**src/rtl/pef_pkg.sv**
```systemverilog
package pef_pkg;

  typedef enum logic [1:0] {
    SYM_LO  = 2'd0,
    SYM_MID = 2'd1,
    SYM_HI  = 2'd2
  } sym_e;

  typedef enum logic [1:0] {
    PH_START = 2'd0,
    PH_LOW   = 2'd1,
    PH_HIGH  = 2'd2
  } phase_e;

endpackage

```
**src/rtl/pef_classify.sv**
```systemverilog
module pef_classify
  import pef_pkg::*;
#(
  parameter int SAMPLE_W = 8
) (
  input  logic [SAMPLE_W-1:0] data_i,
  input  logic [SAMPLE_W-1:0] lo_i,
  input  logic [SAMPLE_W-1:0] hi_i,
  output sym_e                sym_o
);

  // Low band is tested first, so an overlapping threshold pair grades as Low.
  always_comb begin
    if (data_i <= lo_i)      sym_o = SYM_LO;
    else if (data_i >= hi_i) sym_o = SYM_HI;
    else                     sym_o = SYM_MID;
  end

endmodule

```
**src/rtl/pef_recognizer.sv**
```systemverilog
module pef_recognizer
  import pef_pkg::*;
#(
  parameter int RUN_LEN = 3
) (
  input  logic clk,
  input  logic rst_n,
  input  logic en_i,
  input  sym_e sym_i,
  output logic rise_o,
  output logic fall_o
);

  localparam int CW = (RUN_LEN < 2) ? 1 : $clog2(RUN_LEN + 1);
  localparam logic [CW-1:0] FULL = CW'(RUN_LEN);
  localparam logic [CW-1:0] LAST = CW'(RUN_LEN - 1);

  phase_e        phase_q, phase_n;
  logic [CW-1:0] cnt_q, cnt_n;
  logic          seed_hi_q, seed_hi_n;
  logic [CW-1:0] run;
  logic          is_hi;

  always_comb begin
    phase_n   = phase_q;
    cnt_n     = cnt_q;
    seed_hi_n = seed_hi_q;
    rise_o    = 1'b0;
    fall_o    = 1'b0;
    is_hi     = (sym_i == SYM_HI);
    run       = '0;
    if (en_i) begin
      unique case (phase_q)
        PH_START: begin
          if (sym_i == SYM_MID) begin
            cnt_n = '0;
          end else begin
            if ((cnt_q != '0) && (seed_hi_q == is_hi)) run = cnt_q + CW'(1);
            else                                       run = CW'(1);
            if (run == FULL) begin
              phase_n = is_hi ? PH_HIGH : PH_LOW;
              cnt_n   = '0;
            end else begin
              cnt_n     = run;
              seed_hi_n = is_hi;
            end
          end
        end
        PH_LOW: begin
          if (sym_i == SYM_HI) begin
            if (cnt_q == LAST) begin
              rise_o  = 1'b1;
              phase_n = PH_HIGH;
              cnt_n   = '0;
            end else begin
              cnt_n = cnt_q + CW'(1);
            end
          end else begin
            cnt_n = '0;
          end
        end
        PH_HIGH: begin
          if (sym_i == SYM_LO) begin
            if (cnt_q == LAST) begin
              fall_o  = 1'b1;
              phase_n = PH_LOW;
              cnt_n   = '0;
            end else begin
              cnt_n = cnt_q + CW'(1);
            end
          end else begin
            cnt_n = '0;
          end
        end
        default: begin
          phase_n = PH_START;
          cnt_n   = '0;
        end
      endcase
    end
  end

  always_ff @(posedge clk or negedge rst_n) begin
    if (!rst_n) begin
      phase_q   <= PH_START;
      cnt_q     <= '0;
      seed_hi_q <= 1'b0;
    end else if (en_i) begin
      phase_q   <= phase_n;
      cnt_q     <= cnt_n;
      seed_hi_q <= seed_hi_n;
    end
  end

endmodule

```
**src/rtl/pef_index_ctr.sv**
```systemverilog
module pef_index_ctr #(
  parameter int IDX_W = 16
) (
  input  logic             clk,
  input  logic             rst_n,
  input  logic             en_i,
  output logic [IDX_W-1:0] idx_o
);

  logic [IDX_W-1:0] idx_q, idx_n;

  always_comb idx_n = idx_q + IDX_W'(1);

  always_ff @(posedge clk or negedge rst_n) begin
    if (!rst_n)    idx_q <= '0;
    else if (en_i) idx_q <= idx_n;
  end

  assign idx_o = idx_q;

endmodule

```
**src/rtl/pulse_edge_finder.sv**
```systemverilog
module pulse_edge_finder
  import pef_pkg::*;
#(
  parameter int SAMPLE_W = 8,
  parameter int RUN_LEN  = 3,
  parameter int IDX_W    = 16
) (
  input  logic                clk,
  input  logic                rst_n,
  input  logic                smp_valid,
  input  logic [SAMPLE_W-1:0] smp_data,
  input  logic [SAMPLE_W-1:0] thr_lo,
  input  logic [SAMPLE_W-1:0] thr_hi,
  output logic                rise_pulse,
  output logic                fall_pulse,
  output logic [IDX_W-1:0]    det_index
);

  sym_e             sym;
  logic             hit_rise, hit_fall;
  logic [IDX_W-1:0] cur_idx;
  logic             rise_q, fall_q;
  logic [IDX_W-1:0] det_q, det_n;
  logic             det_en;

  pef_classify #(.SAMPLE_W(SAMPLE_W)) u_cls (
    .data_i (smp_data),
    .lo_i   (thr_lo),
    .hi_i   (thr_hi),
    .sym_o  (sym)
  );

  pef_recognizer #(.RUN_LEN(RUN_LEN)) u_rec (
    .clk    (clk),
    .rst_n  (rst_n),
    .en_i   (smp_valid),
    .sym_i  (sym),
    .rise_o (hit_rise),
    .fall_o (hit_fall)
  );

  pef_index_ctr #(.IDX_W(IDX_W)) u_idx (
    .clk   (clk),
    .rst_n (rst_n),
    .en_i  (smp_valid),
    .idx_o (cur_idx)
  );

  always_comb begin
    det_en = hit_rise | hit_fall;
    det_n  = cur_idx;
  end

  always_ff @(posedge clk or negedge rst_n) begin
    if (!rst_n) begin
      rise_q <= 1'b0;
      fall_q <= 1'b0;
    end else begin
      rise_q <= hit_rise;
      fall_q <= hit_fall;
    end
  end

  always_ff @(posedge clk or negedge rst_n) begin
    if (!rst_n)      det_q <= '0;
    else if (det_en) det_q <= det_n;
  end

  assign rise_pulse = rise_q;
  assign fall_pulse = fall_q;
  assign det_index  = det_q;

endmodule

```
**config.mk**
```make
export PLATFORM = sky130hd
export DESIGN_NAME = pulse_edge_finder
export DESIGN_NICKNAME = d
export VERILOG_FILES = /design/src/rtl/pef_pkg.sv /design/src/rtl/pef_classify.sv /design/src/rtl/pef_recognizer.sv /design/src/rtl/pef_index_ctr.sv /design/src/rtl/pulse_edge_finder.sv
export SDC_FILE = /design/constraint.sdc
export NUM_CORES = 1
export LEC_CHECK = 0
export BUFFER_PORTS_ARGS = -buffer_cell sky130_fd_sc_hd__buf_2
export CAP_MARGIN = 20
export CORE_ASPECT_RATIO = 1.2
export CORE_UTILIZATION = 35
export CTS_BUF_LIST = sky130_fd_sc_hd__clkbuf_2 sky130_fd_sc_hd__clkbuf_4 sky130_fd_sc_hd__clkbuf_8
export DETAILED_ROUTE_END_ITERATION = 10
export PLACE_DENSITY = 0.52
export RECOVER_POWER = 100
export SLEW_MARGIN = 20
export SYNTH_ARGS = -nofsm -noshare
export SYNTH_HDL_FRONTEND = slang
export SYNTH_SLANG_ARGS = --single-unit
```
**constraint.sdc**
```tcl
create_clock -name clk -period 3.3 [get_ports clk]
set_clock_uncertainty 0.1 [all_clocks]
set_input_delay 0.33 -clock clk [delete_from_list [all_inputs] [get_ports clk]]
set_output_delay 0.33 -clock clk [all_outputs]
set_load 0.01 [all_outputs]
```
## Yosys cells after proc, flatten, opt, wreduce, memory -nomap -nowiden

Index checks and enable logic that the tools add are counted.

| storage, ports and cells | value |
|---|---|
| bits in registers | 39 |
| input bits | 27 |
| output and inout port bits | 18 |
| word-level logic and storage cells | 60 |

| operators by class | value |
|---|---|
| add/sub/neg operators | 2 |
| order comparisons | 2 |
| eq/ne operators | 13 |
| mux-type cells | 27 |
| bitwise gates (word level) | 3 |
| reduce and logical (&&, ||, !) cells | 6 |

Operators by type and width:

| cell | count |
|---|---|
| $mux 2 | 18 |
| $add 16x1->16 const B | 1 |
| $pmux 2 s3 | 2 |
| $ne 2x1->1 const B | 5 |
| $eq 2x2->1 const B | 4 |
| $ge 8x8->1 | 1 |
| $le 8x8->1 | 1 |
| $mux 1 | 7 |
| $reduce_and 7->1 | 1 |
| $eq 2x1->1 const B | 2 |
| $logic_not 2->1 | 2 |
| $reduce_and 4->1 | 1 |
| $add 2x1->2 const B | 1 |
| $ne 2x2->1 const B | 1 |
| $not 1->1 | 2 |
| $reduce_bool 2->1 | 1 |
| $eq 1x1->1 | 1 |
| $logic_and 1x1->1 | 1 |
| $or 1x1->1 | 1 |

## Depth between registers and ports, before layout

| logic depth | value |
|---|---|
| word-level depth | 14 |
| gate-level depth with buffers | 9 |
| mapped depth without buffers | 8 |

## By module

Synthesis repeated with hierarchy kept, for this count alone.

| second synthesis, totals | value |
|---|---|
| cell total of the unflattened synthesis | 201 |
| area, all modules | 2280.9 um2 |

Modules (own cells, without submodules):

| module | times used | cells an instance | area an instance (um2) | seq. area each (um2) |
|---|---|---|---|---|
| pulse_edge_finder | 1 | 36 | 699.4 | 450.4 |
| pef_index_ctr | 1 | 56 | 695.7 | 400.4 |
| pef_recognizer | 1 | 54 | 469.2 | 125.1 |
| pef_classify | 1 | 55 | 416.6 | 0.0 |

## Least setup slack after synthesis

OpenSTA, ideal clock, no wires.

| timing | value |
|---|---|
| kind | input port to flip-flop |
| start | input thr_lo[5] |
| end | register det_q[10], in the netlist det_index[10] |
| data arrival time | 2105 ps |
| required time | 3075 ps |
| setup slack | 970 ps |
| cell stages on the path | 9 |
| cells stage by stage | inv_1 ha_1 a211oi_2 nor2_2 and4bb_1 nor3_4 a21oi_4 buf_6 mux2_4 |

| on the way | value |
|---|---|
| longest elaborated chain between the ends | 7 |
| elaborated cells between the ends (all ways) | 11 |
| classes of those cells | order compare (1); eq/ne (1); mux (7); bitwise (1); reduce/logical (1) |

RTL lines:

| item | RTL line | source |
|---|---|---|
| start, declared | pulse_edge_finder.sv:12 | `input logic [SAMPLE_W-1:0] thr_lo,` |
| $le 8x8->1 (*) | pef_classify.sv:14 | `if (data_i <= lo_i) sym_o = SYM_LO;` |
| $mux 2 (*) | pef_classify.sv:14 |  |
| $eq 2x2->1 / $logic_not 2->1 (equally long branches) | pef_recognizer.sv:50, pef_recognizer.sv:63 |  |
| $mux 1, on equally long branches | pef_recognizer.sv:50, pef_recognizer.sv:63 |  |
| $mux 1 | pef_recognizer.sv:33 | `unique case (phase_q)` |
| $mux 1 | pef_recognizer.sv:32 | `if (en_i) begin` |
| $or 1x1->1 (*) | pulse_edge_finder.sv:50 | `det_en = hit_rise \| hit_fall;` |
| end signal, assigned | pulse_edge_finder.sv:66 | `else if (det_en) det_q <= det_n;` |
| end, declared | pulse_edge_finder.sv:23 | `logic [IDX_W-1:0] det_q, det_n;` |

Mark *: on every way between the ends. The rest lies on a longest branch, timed or not.
A chain may end at the register's enable or synchronous reset.

## Worst setup path in the final report

| timing | value |
|---|---|
| start | input smp_data[5] |
| end | register det_q[7], in the netlist det_index[7] |

| on the way | value |
|---|---|
| longest elaborated chain between the ends | 8 |
| elaborated cells between the ends (all ways) | 13 |
| classes of those cells | order compare (2); eq/ne (1); mux (8); bitwise (1); reduce/logical (1) |

RTL lines:

| item | RTL line | source |
|---|---|---|
| start, declared | pulse_edge_finder.sv:11 | `input logic [SAMPLE_W-1:0] smp_data,` |
| $ge 8x8->1 | pef_classify.sv:15 | `else if (data_i >= hi_i) sym_o = SYM_HI;` |
| $mux 2 | pef_classify.sv:15 |  |
| $mux 2 (*) | pef_classify.sv:14 |  |
| $eq 2x2->1 / $logic_not 2->1 (equally long branches) | pef_recognizer.sv:50, pef_recognizer.sv:63 |  |
| $mux 1, on equally long branches | pef_recognizer.sv:50, pef_recognizer.sv:63 |  |
| $mux 1 | pef_recognizer.sv:33 |  |
| $mux 1 | pef_recognizer.sv:32 |  |
| $or 1x1->1 (*) | pulse_edge_finder.sv:50 |  |

Marks and branches as above.

==> results.md <==
Route:
- The first detailed-routing pass took 4 iterations.
- The final route contains 1584 vias.
- In the routed layout, each cell is associated on average with a via count of 4.69.
- Summed over all layers, the routed wires come to roughly 4000 um.
- The total DRC errors in the routed layout is 0.
- The DRC marker count from the first detailed-route iteration is 39.
- In this run the remaining antenna-violating nets after routing total 0.
- The wire length per cell after detailed routing is roughly 12 um.

Run status:
- The run finished, with violations left.
- The final reports fail on capacitance limit, slew limit.

Clock tree:
- The number of hold buffers added after CTS was 0.
- The worst-case clock buffer depth is 2.
- The number of sinks handled by clock tree synthesis is 39.
- The number of H-tree levels is 2.
- The number of gates resized after CTS was 0.
- The tree is rooted in a clkbuf_8.
- Clock-pin slew was measured on the worst setup and hold paths at ~0.07 ns.
- TritonCTS built the clock tree.
- TritonCTS created 5 clock buffers.
- The later pin in the worst-skew pair is clocked with a latency of between 0.2 and 0.3 ns.
- In this run the post-CTS setup repair buffer count came out at 0.

Floorplan:
- The total area inside the core boundary comes to slightly above 6000 sq um.
- The die width is roughly 75 um.
- 45 I/O pins were placed.
- Once the floorplan was initialized, standard cells occupied roughly 37% of the core.
- Row generation in the floorplan step produced 31 rows.
- The die covers between 6000 and 7000 sq um.
- From bottom edge to top edge, the die measures a little under 90 um.

Timing:
- The worst path needs 2.56 ns of the cycle, external delays included.
- The final number of hold-violating endpoints came to 0.
- The worst slew margin relative to its limit is -38.8%.
- The final-layout setup total negative slack is 0 ns.
- The post-route clock period utilization is 77.7%.
- Setup violations remaining at the end of the flow were counted as 0.
- Setup repair after global routing left no endpoint under its margin.
- The maximum achievable frequency is a little under 400 MHz.
- The final-report max-slew violation count is 40.
- At the pin with the least slew margin, the transition time is 2.08 ns.

Synthesis:
- After synthesis, the share of flip-flops with an asynchronous set or reset is 100%.
- The count of unique library cells instantiated by Yosys is just over 40.
- The most used flip-flop cell after synthesis is dfrtp_1.
- Sequential elements use a little over two fifths of the synthesized area.
- The synthesized area divided by synthesized cell count is roughly 11 sq um.
- After synthesis the cells add up to roughly 2200 sq um.
- In this run, synthesis inferred 0 flip-flops with an integrated enable.
- During synthesis, Yosys emitted a total of 0 warnings.
- The number of instances in the synthesized netlist is 205.
- The number of nets handed over by synthesis was between 200 and 300.
- The register bit total from synthesis is 39.

Global route:
- The number of antenna violations at the first check in global routing is 0.
- The global-route wire length before repair is 6750 um.
- The via count of the first global-routing pass is ~1500.
- The largest net degree at the start of global routing is 40.
- The total global routing track utilization is between 10% and 20%.
- Global routing finished with a remaining overflow of 0.

Power and ir drop:
- Across the VDD grid, the largest voltage drop is roughly 0.00017 V.
- Of the total power, the share spent switching nets is 28.2%.
- The design draws about 1.1 mW.
- Combinational logic burns approximately 17% of the power.
- The power per unit of standard cell area is around 430 nW/um^2.
- Summed over all cells, the static leakage comes to roughly 1.3 nW.
- Sequential cells account for a little over half of the total power.
- Summed over all nets, the switching power comes to about 0.3 mW.
- The share of power burned in the clock network is ~29%.
- The total internal power is ~0.79 mW.

Layout:
- The number of nets in the layout is just over 300.
- Counting the fill cells in the layout gives roughly 630.
- The number of inserted diodes is 0.
- In the final layout, the share of cells above drive strength 1 is roughly 15%.
- The area growth from synthesis to layout is 14.9%.
- The post-layout instance count excluding filler cells is 338.
- The final standard cell utilization of the core is a little over two fifths.

Job:
- Max-cap violations in this run came to 1.

Critical path:
- STA puts the critical path data required time at about 3.4 ns.
- The kind of capture point of the worst setup path is a register.
- At the worst endpoint, the arrival time is around 2.6 ns.
- The worst setup path category is primary input to register.
- Along the worst path, the maximum fanout reaches 9.
- The critical register-to-register path startpoint is u_rec.cnt_q[0]$_DFFE_PN0P_.
- The most critical setup path has its startpoint at smp_data[5].
- The worst setup path is launched from a primary input.

Placed design:
- Input and output buffers added on the ports amount to 44.
- Counting tap cells, the placed design contains a total of 330 instances.
- After legalization and detailed placement, the total HPWL measured around 3100 um.
- The weighted congestion reported at the end of routability-driven placement is around 0.75.

Worst hold path:
- The launch point of the worst hold path is smp_valid.
- The path class of the tightest hold or removal check is primary input to register.
## Yosys cell counts (all sizes together) (3+ instances only)
master  instances  share of area (%)
dfrtp          39                 44
nor3            4                1.4
inv            23                3.9
nand4           6                1.7
nor2           13                2.3
and3            3               0.84
a21oi          12                3.4
nand3           6                1.3
o21ai           5                1.1
nand2          15                2.5
nor2b           3               0.84
xor2            4                1.6
ha             21                 12
xnor2          11                4.3
mux2           17                 10
## placed cells by master, fill, tap and decap left out, types with 2 or more instances in the layout
| cell | Yosys | routed |
|---|---|---|
| a21oi_1 | 10 | 11 |
| a22oi_1 | 2 | 2 |
| and2_1 | 2 | 2 |
| and3_1 | 3 | 3 |
| buf_2 | 0 | 23 |
| clkbuf_1 | 0 | 21 |
| clkbuf_4 | 0 | 2 |
| clkbuf_8 | 0 | 5 |
| dfrtp_1 | 39 | 39 |
| ha_1 | 21 | 21 |
| inv_1 | 23 | 23 |
| mux2_1 | 4 | 12 |
| mux2_2 | 3 | 3 |
| mux2_4 | 10 | 2 |
| nand2_1 | 15 | 15 |
| nand3_1 | 6 | 6 |
| nand4_1 | 6 | 6 |
| nor2_1 | 12 | 13 |
| nor2b_1 | 3 | 3 |
| nor3_1 | 3 | 4 |
| o211ai_1 | 2 | 2 |
| o21ai_0 | 3 | 3 |
| o21ai_1 | 2 | 2 |
| o221ai_1 | 2 | 2 |
| xnor2_1 | 11 | 11 |
| xor2_1 | 4 | 4 |
## flip-flops by register name, indices dropped and copies added (netlist names)
register / flops
det_index: 16
fall_pulse: 1
rise_pulse: 1
u_idx.idx_o: 16
u_rec.cnt_q: 2
u_rec.phase_q: 2
u_rec.seed_hi_q: 1
## per-layer routing
metal / track usage, % / part of all wire (%) / wire length [um] / vias up
li1: - / - / - / 810
met1: 15.4 / 45 / 1820 / 720
met2: 23.8 / 49 / 1980 / 50
met3: 3.04 / 4.3 / 171 / 4
met4: 4.63 / 1.0 / 42 / 0
met5: 0 / 0 / 0 / -
## stage by stage
stage / setup WS, ns / area, sq um / hold slack, ns
6_report: 0.737 / 2560 / 0.331
5_1_grt: 0.602 / 2560 / 0.339
4_1_cts: 0.872 / 2650 / 0.0912
3_5_place_dp: 0.568 / 2560 / 0.365
3_3_place_gp: 0.604 / 2560 / 0.361
2_1_floorplan: 0.970 / 2230 / -0.0656
## cell type report
class | count | area (sq um) | area share (%)
multi-input cells | 141 | 1090 | 42.7
flip-flops and latches | 39 | 976 | 38.1
clock buffers | 7 | 83.8 | 3.27
repair buffers | 45 | 214 | 8.35
inverters | 23 | 86.3 | 3.37
clock inverters | 1 | 5.00 | 0.195
well taps | 82 | 103 | 4.01
## power groups by stage
stage	registers [mW]	logic [mW]	clock network, mW
3_3_place_gp	0.599	0.200	0
4_1_cts	0.591	0.205	0.332
3_5_place_dp	0.600	0.204	0
5_1_grt	0.600	0.220	0.355
2_1_floorplan	0.587	0.141	0
6_report	0.589	0.190	0.316
## cells by family (layout without fill, tap and decap cells)
| kind of cell | after synthesis | in the layout | share of synthesized area, % |
|---|---|---|---|
| simple gates | 59 | 59 | 14.3 |
| flops | 39 | 39 | 43.8 |
| compound gates | 29 | 29 | 9.38 |
| buf+inv | 25 | 76 | 4.55 |
| fa+ha+maj | 21 | 21 | 11.8 |
| mux | 17 | 17 | 10.3 |
| xor+xnor | 15 | 15 | 5.90 |
## worst max-delay path, cell delays in order
cell and delay, ns:
clkbuf_1 0.09, ha_1 0.29, a211oi_1 0.07, nor2_1 0.20
and4bb_1 0.27, nor3_1 0.62, a21oi_4 0.23, buf_12 0.20
mux2_1 0.31
## worst paths after layout
check / end / slack (ns) / depth (start not counted)
setup / recovery: det_index[7]$_DFFE_PN0P_ / 0.74 / 9
hold / removal: u_idx.idx_o[0]$_DFFE_PN0P_ / 0.33 / 2
max in group asynchronous: u_idx.idx_o[11]$_DFFE_PN0P_ / 1.36 / 1
min in group asynchronous: u_idx.idx_o[2]$_DFFE_PN0P_ / 0.54 / 1
hold reg to reg: u_idx.idx_o[15]$_DFFE_PN0P_ / 0.37 / 1
setup reg to reg: det_index[14]$_DFFE_PN0P_ / 1.22 / 6
(Power assumes the default switching activity.)
